[config.mk]
export PLATFORM = sky130hd
export DESIGN_NAME = twr_slave
export DESIGN_NICKNAME = d
export VERILOG_FILES = /design/src/rtl/twr_pkg.sv /design/src/rtl/twr_filter.sv /design/src/rtl/twr_regs.sv /design/src/rtl/twr_proto.sv /design/src/rtl/twr_slave.sv
export SDC_FILE = /design/constraint.sdc
export NUM_CORES = 1
export LEC_CHECK = 0
export ABC_AREA = 1
export BUFFER_PORTS_ARGS = -buffer_cell sky130_fd_sc_hd__clkbuf_2
export CAP_MARGIN = 40
export CORE_MARGIN = 2
export CORE_UTILIZATION = 30
export CTS_BUF_LIST = sky130_fd_sc_hd__clkbuf_8
export CTS_CLUSTER_DIAMETER = 60
export DETAILED_ROUTE_END_ITERATION = 10
export MAX_ROUTING_LAYER = met4
export PLACE_DENSITY = 0.46
export SLEW_MARGIN = 20
export SYNTH_ARGS = -nofsm -noshare
export SYNTH_HDL_FRONTEND = slang
export SYNTH_SLANG_ARGS = --single-unit
[constraint.sdc]
create_clock -name clk -period 5.9 [get_ports clk]
set_clock_uncertainty 0.2 [all_clocks]
set_input_delay 0.295 -clock clk [delete_from_list [all_inputs] [get_ports clk]]
set_output_delay 0.295 -clock clk [all_outputs]
set_load 0.02 [all_outputs]
[src/rtl/twr_pkg.sv]
package twr_pkg;

  // Protocol phase of the slave between START and STOP.
  typedef enum logic [2:0] {
    PH_IDLE,
    PH_ADDR,
    PH_INDEX,
    PH_WRITE,
    PH_READ
  } phase_e;

endpackage

[src/rtl/twr_filter.sv]
// Two-flop synchronizer followed by a persistence filter: the filtered
// level follows the sampled level only after GLITCH+1 agreeing samples.
module twr_filter #(
  parameter int GLITCH    = 2,
  parameter bit IDLE_LVL  = 1'b1
) (
  input  logic clk,
  input  logic rst_n,
  input  logic raw,
  output logic smp,
  output logic flt
);

  localparam int CW = $clog2(GLITCH + 1) + 1;

  logic          s1;
  logic [CW-1:0] run;

  always_ff @(posedge clk or negedge rst_n) begin
    if (!rst_n) begin
      s1  <= IDLE_LVL;
      smp <= IDLE_LVL;
      flt <= IDLE_LVL;
      run <= '0;
    end else begin
      s1  <= raw;
      smp <= s1;
      if (smp == flt) begin
        run <= '0;
      end else if (run == CW'(GLITCH)) begin
        flt <= smp;
        run <= '0;
      end else begin
        run <= run + 1'b1;
      end
    end
  end

endmodule

[src/rtl/twr_regs.sv]
// Configuration register file: one write port, one combinational read port.
module twr_regs #(
  parameter int DW = 8,
  parameter int AW = 6
) (
  input  logic          clk,
  input  logic          rst_n,
  input  logic          we,
  input  logic [AW-1:0] addr,
  input  logic [DW-1:0] wdata,
  output logic [DW-1:0] rdata
);

  localparam int DEPTH = 1 << AW;

  logic [DW-1:0] mem [DEPTH];

  always_ff @(posedge clk or negedge rst_n) begin
    if (!rst_n) begin
      for (int i = 0; i < DEPTH; i++) mem[i] <= '0;
    end else if (we) begin
      mem[addr] <= wdata;
    end
  end

  assign rdata = mem[addr];

endmodule

[src/rtl/twr_proto.sv]
// Bus protocol engine: condition detection, bit counting, address match,
// index handling and the delayed open-drain output.
module twr_proto
  import twr_pkg::*;
#(
  parameter logic [6:0] ADDR_BASE = 7'h4C,
  parameter int         AW        = 6,
  parameter int         OUT_DLY   = 5
) (
  input  logic          clk,
  input  logic          rst_n,
  input  logic          addr_sel,
  input  logic          scl_f,
  input  logic          sda_f,
  input  logic [7:0]    rdata,
  output logic          wr_en,
  output logic [AW-1:0] idx,
  output logic [7:0]    wr_byte,
  output logic          sda_pull
);

  localparam int DCW = $clog2(OUT_DLY + 1);

  phase_e         phase;
  logic [3:0]     bitn;     // rising edges seen in the current byte slot
  logic [7:0]     sh;       // received bits
  logic [7:0]     tx;       // byte being returned to the master
  logic           rw;
  logic           mnack;
  logic           pend;     // level to present once the delay expires
  logic           scl_q;
  logic           sda_q;
  logic [DCW-1:0] dly;

  logic rise_e, fall_e, start_e, stop_e, match;

  assign rise_e  = scl_f & ~scl_q;
  assign fall_e  = ~scl_f & scl_q;
  assign start_e = scl_f & scl_q & sda_q & ~sda_f;
  assign stop_e  = scl_f & scl_q & ~sda_q & sda_f;
  assign match   = (sh[7:1] == (ADDR_BASE | {6'd0, addr_sel}));
  assign wr_en   = fall_e && (bitn == 4'd8) && (phase == PH_WRITE);
  assign wr_byte = sh;

  always_ff @(posedge clk or negedge rst_n) begin
    if (!rst_n) begin
      phase    <= PH_IDLE;
      bitn     <= '0;
      sh       <= '0;
      tx       <= '0;
      rw       <= 1'b0;
      mnack    <= 1'b1;
      pend     <= 1'b0;
      scl_q    <= 1'b1;
      sda_q    <= 1'b1;
      dly      <= '0;
      idx      <= '0;
      sda_pull <= 1'b0;
    end else begin
      scl_q <= scl_f;
      sda_q <= sda_f;
      if (start_e || stop_e) begin
        phase    <= start_e ? PH_ADDR : PH_IDLE;
        bitn     <= '0;
        dly      <= '0;
        pend     <= 1'b0;
        sda_pull <= 1'b0;
      end else begin
        if (dly != '0) begin
          dly <= dly - 1'b1;
          if (dly == DCW'(1)) sda_pull <= pend;
        end
        if (rise_e && phase != PH_IDLE) begin
          if (bitn < 4'd8) sh <= {sh[6:0], sda_f};
          else             mnack <= sda_f;
          bitn <= bitn + 4'd1;
        end
        if (fall_e && phase != PH_IDLE) begin
          dly <= DCW'(OUT_DLY);
          if (bitn == 4'd8) begin
            // byte complete: decide the acknowledge
            case (phase)
              PH_ADDR: begin
                if (match) begin
                  pend <= 1'b1;
                  rw   <= sh[0];
                end else begin
                  pend  <= 1'b0;
                  phase <= PH_IDLE;
                end
              end
              PH_INDEX: begin
                idx  <= sh[AW-1:0];
                pend <= 1'b1;
              end
              PH_WRITE: begin
                idx  <= idx + 1'b1;
                pend <= 1'b1;
              end
              default: pend <= 1'b0;
            endcase
          end else if (bitn == 4'd9) begin
            // acknowledge slot over: set up the next byte
            bitn <= '0;
            if ((phase == PH_ADDR && rw) || (phase == PH_READ && !mnack)) begin
              phase <= PH_READ;
              tx    <= rdata;
              idx   <= idx + 1'b1;
              pend  <= ~rdata[7];
            end else begin
              pend <= 1'b0;
              if (phase == PH_ADDR)       phase <= PH_INDEX;
              else if (phase == PH_INDEX) phase <= PH_WRITE;
              else if (phase == PH_READ)  phase <= PH_IDLE;
            end
          end else begin
            pend <= (phase == PH_READ) && !tx[3'd7 - bitn[2:0]];
          end
        end
      end
    end
  end

endmodule

[src/rtl/twr_slave.sv]
module twr_slave #(
  parameter logic [6:0] ADDR_BASE  = 7'h4C,
  parameter int         REG_AW     = 6,
  parameter int         GLITCH_CYC = 2,
  parameter int         OUT_DLY    = 5
) (
  input  logic clk,
  input  logic rst_n,
  input  logic addr_sel,
  input  logic scl_in,
  input  logic sda_in,
  output logic sda_pull
);

  localparam int NLINES = 2;   // index 0 = SCL, 1 = SDA

  logic [NLINES-1:0] raw_l, smp_l, flt_l;
  logic              scl_f, sda_f, wr_en;
  logic [REG_AW-1:0] idx;
  logic [7:0]        wr_byte, rdata;

  assign raw_l = {sda_in, scl_in};

  for (genvar g = 0; g < NLINES; g++) begin : g_line
    twr_filter #(.GLITCH(GLITCH_CYC), .IDLE_LVL(1'b1)) u_flt (
      .clk  (clk),
      .rst_n(rst_n),
      .raw  (raw_l[g]),
      .smp  (smp_l[g]),
      .flt  (flt_l[g])
    );
  end

  assign scl_f = flt_l[0];
  assign sda_f = flt_l[1];

  twr_proto #(.ADDR_BASE(ADDR_BASE), .AW(REG_AW), .OUT_DLY(OUT_DLY)) u_proto (
    .clk     (clk),
    .rst_n   (rst_n),
    .addr_sel(addr_sel),
    .scl_f   (scl_f),
    .sda_f   (sda_f),
    .rdata   (rdata),
    .wr_en   (wr_en),
    .idx     (idx),
    .wr_byte (wr_byte),
    .sda_pull(sda_pull)
  );

  twr_regs #(.DW(8), .AW(REG_AW)) u_regs (
    .clk  (clk),
    .rst_n(rst_n),
    .we   (wr_en),
    .addr (idx),
    .wdata(wr_byte),
    .rdata(rdata)
  );

endmodule

==> flow_metrics.env <==
export IMPL_dpl_hpwl_um=49100
export IMPL_antenna_found_initial=1
export IMPL_critPathLaunch="u_proto.idx[2]"
export IMPL_hold_violations=0
export IMPL_syn_nets=3305
export IMPL_rr_worst_depth=5
export IMPL_ys_seq_area_frac=0.539
export IMPL_yosys_top_cells_count="1256 x nand2_1, 611 x o21ai_0, 553 x dfrtp_1"
export IMPL_avgSynthCellArea_um2=7.92
export IMPL_rsz0062_at_grt="no"
export IMPL_post_cts_buffers=0
export IMPL_synth_top_cell_by_area="dfrtp_1"
export IMPL_whs_ps=14.7
export IMPL_hp_class="in2async"
export IMPL_synth_area_um2=26100
export IMPL_first_iter_violations=1732
export IMPL_die_h_um=299
export IMPL_crit_path_end_kind="flip-flop"
export IMPL_wire_per_inst_um=18.6
export IMPL_cts_tree="done"
export IMPL_regToRegSetupSlack_ps=2580
export IMPL_drive_above_1_share=0.0867
export IMPL_ys_types=32
export IMPL_via_count=21600
export IMPL_io_buffer_count=5
export IMPL_syn_inst=3294
export IMPL_clock_sinks=562
export IMPL_die_w_um=299
export IMPL_ys_ff_latch=562
export IMPL_min_period_over_period=0.562
export IMPL_cts_buffers=105
export IMPL_area_growth_pct=13.1
export IMPL_die_area_um2=89400
export IMPL_drc=0
export IMPL_yosysTopAreaCellShare=0.530
export IMPL_rr_startpoint="u_proto.idx[2]"
export IMPL_rows=108
export IMPL_p_leak_nw=13.3
export IMPL_worstPathRequired_ps=6320
export IMPL_yosysWarnings=0
export IMPL_synth_async_reset_ratio=1.00
export IMPL_crit_type="reg2reg"
export IMPL_cts_root_buf="clkbuf_8"
export IMPL_critical_path_cell_chain="nand2_1 -> nor2_2 -> buf_4 -> nand3_1 -> o21ai_0"
export IMPL_dr_pass1_iters=5
export IMPL_clock_latency_ps=730
export IMPL_nets=3231
export IMPL_initial_core_util=0.302
export IMPL_grt_pass1_wl_um=131000
export IMPL_vias_per_cell=4.85
export IMPL_start_kind="flip-flop"
export IMPL_ys_flop_type="dfrtp_1"
export IMPL_grt_pass1_vias=21100
export IMPL_min_period_ps=3320
export IMPL_clk_pin_slew_worst_paths_ps=60
export IMPL_ant_nets=0
export IMPL_wl_um=82900
export IMPL_htreeDepth=3
export IMPL_finalWeightedCongestion=0.838
export IMPL_synth_area_top_cells="dfrtp_1 53%, nand2_1 18%, o21ai_0 12%"
export IMPL_worst_pin_slew_ps=861
export IMPL_slowest_delay_ps=740
export IMPL_cp_endpoint="u_regs.mem[67]"
export IMPL_synth_most_common_cell="nand2_1"
export IMPL_power_w=0.00986
export IMPL_synth_edf_count=0
export IMPL_io_pins=6
export IMPL_relSlewSlack=0.426
export IMPL_grt_max_degree=138
export IMPL_coreArea_um2=86500
export IMPL_setup_viol=0
export IMPL_grt_usage=0.193
export IMPL_cap_violations=0
export IMPL_path_max_fanout=22
export IMPL_fmax_mhz=301
export IMPL_powerDensity_nw_per_um2=334
export IMPL_maxSlewViolCount=0
export IMPL_fin_tns_setup_ps=0
export IMPL_regToRegEndpoint="u_regs.mem[67]"
export IMPL_outcome="complete, no violations"
export IMPL_gr_total_overflow=0
export IMPL_critical_path_slowest_cell="dfrtp_2"
export IMPL_peakVddDrop_mv=0.153
export IMPL_arrival_ps=3740
export IMPL_cts_buffer_depth=3
metal layers:
metal,track usage,routed length [um]
met5,-,0
met3,0.0230,2820
met1,0.273,40700
met4,0.0506,1830
met2,0.292,37600
worst max-delay path: cells and delay by family (launching register included):
family | cells | cell delay (ps)
AOI/OAI and AO/OA | 1 | 370
buffers and inverters | 1 | 400
DFF | 1 | 740
and+or+nand+nor | 3 | 1480
worst min-delay path by stage:
| stage | start | end | cells past startpoint |
|---|---|---|---|
| after floorplan | rst_n | g_line[0].u_flt.run[0] | 0 |
| after global placement | g_line[1].u_flt.s1 | g_line[1].u_flt.smp | 0 |
| after detailed placement | g_line[0].u_flt.s1 | g_line[0].u_flt.smp | 0 |
| after CTS | rst_n | u_regs.mem[499] | 2 |
| after global routing | rst_n | u_regs.mem[499] | 2 |
| final | rst_n | u_regs.mem[500] | 2 |
stage by stage:
| stage | util | cell area (um2) | worst slack [ps] | std cells |
|---|---|---|---|---|
| floorplan | - | 26100 | 3580 | 3294 |
| global placement | 0.313 | 27100 | 2200 | 4250 |
| detailed placement | 0.315 | 27200 | 2570 | 4259 |
| CTS | 0.340 | 29400 | 2550 | 4448 |
| global route | 0.341 | 29500 | 2350 | 4453 |
| finish | 0.341 | 29500 | 2580 | 4454 |
layout make-up:
type	instances	area, um2
fillers	9307	57000
flip-flops and latches	562	14100
multi-input cells	2372	10700
clock buffers	138	1900
well taps	1155	1450
repair buffers	64	727
inverters	115	440
clock inverters	46	228
diodes	2	5.00
power breakdown:
| group | internal [W] | switching (W) |
|---|---|---|
| combinational | 0.000377 | 0.00154 |
| clock | 0.00211 | 0.00171 |
| sequential | 0.00398 | 0.000149 |
| total | 0.00647 | 0.00339 |
placed cells by master (no fill, tap or decap), types with 3 or more instances in the layout:
cell type and count:
a21oi_1 170, a31oi_1 3, buf_12 7, buf_16 7, buf_4 37, clkbuf_2 4
clkbuf_8 138, clkinv_2 4, dfrtp_1 550, dfstp_2 9, dlygate4sd3_1 5, ha_1 6
inv_1 142, inv_2 9, mux2i_1 3, nand2_1 1256, nand3_1 133, nand4_1 27
nand4_2 30, nor2_1 60, nor2_2 3, nor2_4 3, nor3_1 12, nor3_2 4
o211ai_1 4, o21ai_0 611, o21ai_1 13, or2_2 17, xnor2_1 4, xor2_1 5
logic make-up (layout without fill, tap and decap cells):
kind of cell | after synthesis | in the layout | synth area share
AO/OA/AOI/OAI | 806 | 806 | 0.156
buffers and inverters | 360 | 363 | 0.0526
XOR/XNOR | 9 | 9 | 0.00302
flip-flops | 562 | 562 | 0.539
adder cells (fa/ha/maj) | 6 | 6 | 0.00288
other | 0 | 2 | 0
multiplexers | 3 | 3 | 0.00115
AND/OR/NAND/NOR | 1548 | 1548 | 0.245
flip-flops by register name, summed over array words and instances, names as in the netlist, 3 cells and up:
| register | cells |
|---|---|
| g_line.u_flt.run | 6 |
| u_proto.bitn | 4 |
| u_proto.dly | 3 |
| u_proto.idx | 6 |
| u_proto.phase | 3 |
| u_proto.tx | 8 |
| u_proto.wr_byte | 8 |
| u_regs.mem | 512 |
timing repair:
| item | CTS | global route |
|---|---|---|
| resized for setup | 0 | 0 |
| hold endpoints to repair | 82 | 0 |
| hold buffers | 5 | 0 |
| setup endpoints to repair | 0 | 0 |
(Power assumes the default switching activity.)
